**src/rtl/sbr_pkg.sv**
```systemverilog
package sbr_pkg;
    parameter int VAL_W  = 5;
    parameter int ADDR_W = 16;
    parameter int DATA_W = 8;

    typedef logic [VAL_W-1:0] val_t;

    localparam val_t SHIFT_EMPTY  = val_t'(1) << (VAL_W - 1);
    localparam val_t CTRL_FORCE   = val_t'(5'b01100);
    localparam val_t CTRL_DEFAULT = CTRL_FORCE;
    localparam int   ABORT_BIT    = DATA_W - 1;

    typedef enum logic [1:0] {
        DST_CTRL = 2'd0,
        DST_CHR0 = 2'd1,
        DST_CHR1 = 2'd2,
        DST_PRG  = 2'd3
    } dest_e;

    typedef enum logic [1:0] {
        RGN_NONE = 2'd0,
        RGN_WRAM = 2'd1,
        RGN_PORT = 2'd2
    } region_e;
endpackage

```
**src/rtl/sbr_region_decode.sv**
```systemverilog
module sbr_region_decode
    import sbr_pkg::*;
(
    input  logic              wr_en,
    input  logic [ADDR_W-1:0] addr,
    input  logic [DATA_W-1:0] wdata,
    output logic              port_we,
    output logic              abort,
    output logic              wram_we,
    output dest_e             dest
);
    region_e region;

    always_comb begin
        unique casez (addr[ADDR_W-1 -: 3])
            3'b1??:  region = RGN_PORT;
            3'b011:  region = RGN_WRAM;
            default: region = RGN_NONE;
        endcase
    end

    always_comb begin
        port_we = wr_en && (region == RGN_PORT);
        wram_we = wr_en && (region == RGN_WRAM);
        abort   = wdata[ABORT_BIT];
        dest    = dest_e'(addr[ADDR_W-2 -: 2]);
    end
endmodule

```
**src/rtl/sbr_shift_acc.sv**
```systemverilog
module sbr_shift_acc
    import sbr_pkg::*;
(
    input  logic clk,
    input  logic rst_n,
    input  logic acc_en,
    input  logic abort,
    input  logic din,
    output logic commit,
    output val_t value
);
    val_t sreg;

    always_comb begin
        value  = {din, sreg[VAL_W-1:1]};
        commit = acc_en && !abort && sreg[0];
    end

    always_ff @(posedge clk) begin
        if (!rst_n) begin
            sreg <= SHIFT_EMPTY;
        end else if (acc_en) begin
            if (abort || sreg[0]) sreg <= SHIFT_EMPTY;
            else                  sreg <= value;
        end
    end

    AST_IDLE_HOLDS: assert property (@(posedge clk) disable iff (!rst_n)
        !acc_en |=> $stable(sreg));
    AST_MARKER_ONE: assert property (@(posedge clk) disable iff (!rst_n)
        acc_en |=> $countones(sreg) >= 1);
    AST_COMMIT_EMPTIES: assert property (@(posedge clk) disable iff (!rst_n)
        commit |=> (sreg == SHIFT_EMPTY));
endmodule

```
**src/rtl/sbr_reg_bank.sv**
```systemverilog
module sbr_reg_bank
    import sbr_pkg::*;
(
    input  logic       clk,
    input  logic       rst_n,
    input  logic       commit,
    input  logic       abort_en,
    input  dest_e      dest,
    input  val_t       value,
    output val_t       ctrl_q,
    output val_t       chr0_q,
    output val_t       chr1_q,
    output val_t       prg_q,
    output logic       pulse_q,
    output logic [1:0] idx_q
);
    always_ff @(posedge clk) begin
        if (!rst_n) begin
            ctrl_q  <= CTRL_DEFAULT;
            chr0_q  <= '0;
            chr1_q  <= '0;
            prg_q   <= '0;
            pulse_q <= 1'b0;
            idx_q   <= '0;
        end else begin
            pulse_q <= commit;
            if (commit) begin
                idx_q <= dest;
                unique case (dest)
                    DST_CTRL: ctrl_q <= value;
                    DST_CHR0: chr0_q <= value;
                    DST_CHR1: chr1_q <= value;
                    DST_PRG:  prg_q  <= value;
                endcase
            end else if (abort_en) begin
                ctrl_q <= ctrl_q | CTRL_FORCE;
            end
        end
    end

    AST_ABORT_FORCES_MODE: assert property (@(posedge clk) disable iff (!rst_n)
        abort_en |=> ((ctrl_q & CTRL_FORCE) == CTRL_FORCE));
    AST_CHR0_HELD: assert property (@(posedge clk) disable iff (!rst_n)
        !(commit && dest == DST_CHR0) |=> $stable(chr0_q));
    AST_PRG_HELD: assert property (@(posedge clk) disable iff (!rst_n)
        !(commit && dest == DST_PRG) |=> $stable(prg_q));
    AST_PULSE_SINGLE: assert property (@(posedge clk) disable iff (!rst_n)
        pulse_q |=> !pulse_q);
endmodule

```
**src/rtl/serial_bank_regs.sv**
```systemverilog
module serial_bank_regs
    import sbr_pkg::*;
(
    input  logic        clk,
    input  logic        rst_n,
    input  logic        wr_en,
    input  logic [15:0] addr,
    input  logic [7:0]  wdata,
    output logic        wram_we,
    output logic [4:0]  ctrl_reg,
    output logic [4:0]  chr0_reg,
    output logic [4:0]  chr1_reg,
    output logic [4:0]  prg_reg,
    output logic        commit_pulse,
    output logic [1:0]  commit_idx
);
    logic  port_we;
    logic  abort;
    logic  commit;
    dest_e dest;
    val_t  value;

    sbr_region_decode u_dec (
        .wr_en   (wr_en),
        .addr    (addr),
        .wdata   (wdata),
        .port_we (port_we),
        .abort   (abort),
        .wram_we (wram_we),
        .dest    (dest)
    );

    sbr_shift_acc u_acc (
        .clk    (clk),
        .rst_n  (rst_n),
        .acc_en (port_we),
        .abort  (abort),
        .din    (wdata[0]),
        .commit (commit),
        .value  (value)
    );

    sbr_reg_bank u_bank (
        .clk      (clk),
        .rst_n    (rst_n),
        .commit   (commit),
        .abort_en (port_we && abort),
        .dest     (dest),
        .value    (value),
        .ctrl_q   (ctrl_reg),
        .chr0_q   (chr0_reg),
        .chr1_q   (chr1_reg),
        .prg_q    (prg_reg),
        .pulse_q  (commit_pulse),
        .idx_q    (commit_idx)
    );

    AST_WRAM_REGION_ONLY: assert property (@(posedge clk) disable iff (!rst_n)
        wram_we |-> (wr_en && addr[15:13] == 3'b011));
    AST_NO_PULSE_IDLE: assert property (@(posedge clk) disable iff (!rst_n)
        !wr_en |=> !commit_pulse);
    AST_LOW_ADDR_STABLE: assert property (@(posedge clk) disable iff (!rst_n)
        (wr_en && addr < 16'h6000) |=> ($stable(ctrl_reg) && !commit_pulse));
endmodule

```
**config.mk**
```make
export PLATFORM = sky130hd
export DESIGN_NAME = serial_bank_regs
export DESIGN_NICKNAME = d
export VERILOG_FILES = /design/src/rtl/sbr_pkg.sv /design/src/rtl/sbr_region_decode.sv /design/src/rtl/sbr_shift_acc.sv /design/src/rtl/sbr_reg_bank.sv /design/src/rtl/serial_bank_regs.sv
export SDC_FILE = /design/constraint.sdc
export NUM_CORES = 1
export LEC_CHECK = 0
export BUFFER_PORTS_ARGS = -buffer_cell sky130_fd_sc_hd__buf_2
export CORE_AREA = 8 8 62 64
export CTS_CLUSTER_SIZE = 30
export DETAILED_ROUTE_END_ITERATION = 7
export DIE_AREA = 0 0 70 72
export PLACE_DENSITY = 0.81
export SKIP_LAST_GASP = 1
export SLEW_MARGIN = 20
export SYNTH_ARGS = -nofsm -noshare
export SYNTH_HDL_FRONTEND = slang
export SYNTH_SLANG_ARGS = --single-unit
```
**constraint.sdc**
```tcl
create_clock -name clk -period 1.3 [get_ports clk]
set_input_delay 0.13 -clock clk [delete_from_list [all_inputs] [get_ports clk]]
set_output_delay 0.13 -clock clk [all_outputs]
set_load 0.05 [all_outputs]
```
==> metrics.csv <==
stage,metric,value,unit
worst_setup_path,timing.critical_path.required,1.52,ns
cts,clock-root-buffer,clkbuf_4,
power_and_ir_drop,clkPwrFrac,0.371,
floorplanning,std_cell_rows,20,
final_layout,flow.area_growth_from_synthesis,27.46,%
global_routing,pin_count_of_the_biggest_net_entering_global_routing,17,
global_routing,grt_antenna_before_repair,0,
final_layout,multi_input_comb_area,536.8,um2
placement,placement.io_buffers,31,
sta,max_freq,794.5,MHz
placement,finalWeightedCongestion,0.7803,
power_and_ir_drop,combPwrFrac,0.051,
worst_setup_path,kind_of_start_point_of_the_critical_path,flop,
final_layout,share_of_post_route_cells_with_drive_strength_above_1,0.3514,
job,timing.max_cap.violations,0,
floorplanning,boundaryPins,51,
cts,clock_path_buffers,2,
route,post_drt_via_cell_ratio,5.144,
power_and_ir_drop,ir_drop,0.7542,mV
worst_setup_path,rrSetupSlack,0.04,ns
worst_setup_path,timing.critical_path.slowest_stage_cell,or4_4,
floorplanning,initial_cell_density_of_the_core,0.3815,
sta,final_min_period_over_clock_period,0.9682,
power_and_ir_drop,p_per_area,1060,mW/mm2
cts,cts-hold-fix-buffers,0,
cts,clk_latency,0.32,ns
route,drtIter0Drc,29,
synth,synth_cell_types,20,
power_and_ir_drop,internal-power,1197,uW
placement,place_inst,175,
power_and_ir_drop,total_switching_power,299.1,uW
worst_setup_path,timing.rr.start,u_acc.sreg[0],
synth,synth_fp_nets,138,
worst_setup_path,worst-setup-path-type,flop to flop,
route,route.final.wire_length,2.560,mm
global_routing,grt_pass1_wl,4.257,mm
synth,cells_after_synthesis,111,
synth,synth_top_cells_by_area,"dfxtp_1 (51%), mux2i_1 (20%), nand2_1 (8.1%)",
sta,final_hold_viol_count,0,
global_routing,groute.usage.overall,0.1003,
power_and_ir_drop,switching_share,0.1999,
synth,synth_top_area_cell,dfxtp_1,
worst_setup_path,timing.reg2reg.worst_path_depth,4,
global_routing,grt_overflow_total,0,
sta,finalSetupViolCount,0,
outcome,outcome,"finished, final reports clean",
cts,tritoncts,built,
worst_setup_path,cp_max_fo,3,
worst_setup_path,cp-end-kind,flop,
route,drt-pass1-iter-count,4,
sta,grt_setup_unrepaired,no,
cts,numCtsBuffers,3,
worst_setup_path,startpoint,u_acc.sreg[0],
synth,warnings_from_yosys,0,
synth,synth_seq_area_share,0.5062,
final_layout,final.fill_count,263,
global_routing,first_global_vias,959,
route,routedWlPerCell,14.14,um
power_and_ir_drop,power,1496,uW
sta,worstMarginPinSlew,0.3398,ns
route,detail-route-antenna-nets,0,
worst_setup_path,crit_path_cell_trace,buf_4 -> nand2b_1 -> or4_4 -> mux2i_1,
sta,max-slew-margin-rel,0.7732,
worst_setup_path,r2r-end,u_bank.ctrl_q[0],
power_and_ir_drop,power.share.sequential,0.578,
route,vias,931,
final_layout,area.sequential,561.8,um2
floorplanning,die_height,72,um
floorplanning,die_area,0.005040,mm2
final_layout,layout.core_utilization,0.4862,
floorplanning,core_region_area,0.002903,mm2
final_layout,final_net_count,176,
sta,slew_viol_final,0,
placement,dpl.hpwl,1.995,mm
cts,tritoncts_num_sinks,28,
synth,netlist_area,0.001107,mm2
final_layout,diodes,0,
synth,syn_area_per_cell,9.976,um2
sta,clock_skew,0.002376,ns
power_and_ir_drop,cellLeakagePower,0.0006175,uW
worst_setup_path,arrival_worst_endpoint,1.48,ns
synth,synth_largest_type_area_fraction,0.5062,
worst_setup_path,critical_path.endpoint,u_bank.ctrl_q[0],
sta,final_period_minus_worst_setup_slack,1.259,ns
floorplanning,die_wd,70,um
min_path,worst_hold_path.num_cells,2,
cts,cts.reportedPaths.clkPinSlew,0.14,ns
min_path,min-delay-path-class,input pin to flop,
cts,ctsHtreeMaxLevel,1,
synth,ys_ff_latch,28,
route,drc,0,
final_layout,fin_cells,181,
worst_setup_path,critPathMaxStageDelay,0.46,ns
==> through the flow <==
step           cell area [um2]  setup slack (ns)  hold WS (ns)  setup TNS [ns]
5_1_grt                   1411           0.01074       0.09840               0
4_1_cts                   1395           0.01231       0.07580               0
3_5_place_dp              1319          -0.04346        0.4291        -0.06050
2_1_floorplan             1111           0.04628        0.2739               0
6_report                  1411           0.04133       0.09201               0
3_3_place_gp              1319           0.01183        0.4176               0
==> repair_timing <==
action                     CTS  global route
setup endpoints to repair    2            11
setup buffers                2             1
pin swaps                    1             3
gates resized for setup      2             4
==> state kept, by name, indices dropped and copies added, names as in the netlist <==
name and cells:
u_acc.sreg 5, u_bank.chr0_q 5, u_bank.chr1_q 5, u_bank.ctrl_q 5, u_bank.idx_q 2, u_bank.prg_q 5, u_bank.pulse_q 1
==> cell usage in the layout (no fill, tap or decap), types with 2 or more instances in the layout <==
cell type  Yosys  routed
a22oi_1        4       3
buf_4          0       6
nor2_1        11      11
clkbuf_4       0       3
nand2_1       24      24
dfxtp_1       28      27
nand4b_1       2       2
buf_2          0      31
mux2i_1       22      22
inv_1          2       2
==> critical path, delay by kind of cell, from the launching register on <==
| kind | cells | cell delay (ns) |
|---|---|---|
| buffers and inverters | 1 | 0.12 |
| DFF | 1 | 0.38 |
| muxes | 1 | 0.14 |
| and+or+nand+nor | 2 | 0.52 |
==> layer usage <==
metal  track usage  wire length [um]  share of wire  vias to the layer above
li1              -                 -              -                      450
met1        0.1230              1188           0.46                      447
met2        0.1655              1210           0.47                       31
met3       0.03138               142          0.055                        3
met4       0.02679                19         0.0074                        0
met5             0                 0              0                        -
==> power by group through the flow <==
stage | clock (uW) | combinational (uW) | sequential, uW
3_5_place_dp | 0 | 70.4 | 882
2_1_floorplan | 0 | 39.6 | 882
3_3_place_gp | 0 | 67.5 | 882
5_1_grt | 604 | 82.7 | 865
4_1_cts | 574 | 72.4 | 864
6_report | 555 | 76.6 | 864
==> synth_stat cells <==
library cell / count
and4bb_2: 1
mux2i_1: 22
nor2b_1: 1
nor2_1: 11
clkbuf_1: 4
or4_4: 1
inv_1: 2
buf_6: 1
a21oi_1: 2
or3b_2: 1
a22oi_1: 4
nor3_1: 2
nand2b_1: 1
and4b_2: 1
nand2_1: 24
o21ai_0: 1
nand4b_1: 2
nor4_4: 1
nand2_4: 1
dfxtp_1: 28
==> worst min-delay path by stage <==
stage | startpoint | endpoint | slack, ns
6_report | rst_n | u_acc.sreg[4] | 0.09
2_1_floorplan | addr[13] | u_bank.idx_q[0] | 0.27
3_5_place_dp | rst_n | u_acc.sreg[4] | 0.43
3_3_place_gp | addr[13] | u_bank.idx_q[0] | 0.42
5_1_grt | rst_n | u_acc.sreg[4] | 0.1
4_1_cts | rst_n | u_acc.sreg[4] | 0.08
==> logic make-up after synthesis <==
group | share of synthesized area
buffers and inverters | 0.03051
AO/OA/AOI/OAI | 0.04068
AND/OR/NAND/NOR | 0.2237
multiplexers | 0.1989
flip-flops | 0.5062
==> final cells by class <==
| cell class | count | share of cell area |
|---|---|---|
| multi-input combinational | 76 | 0.3803 |
| clock inverter | 1 | 0.02128 |
| timing repair buffer | 38 | 0.1498 |
| sequential | 28 | 0.3981 |
| clock buffer | 3 | 0.01596 |
| tap | 33 | 0.02926 |
| inverter | 2 | 0.005319 |
(Power assumes the default switching activity.)
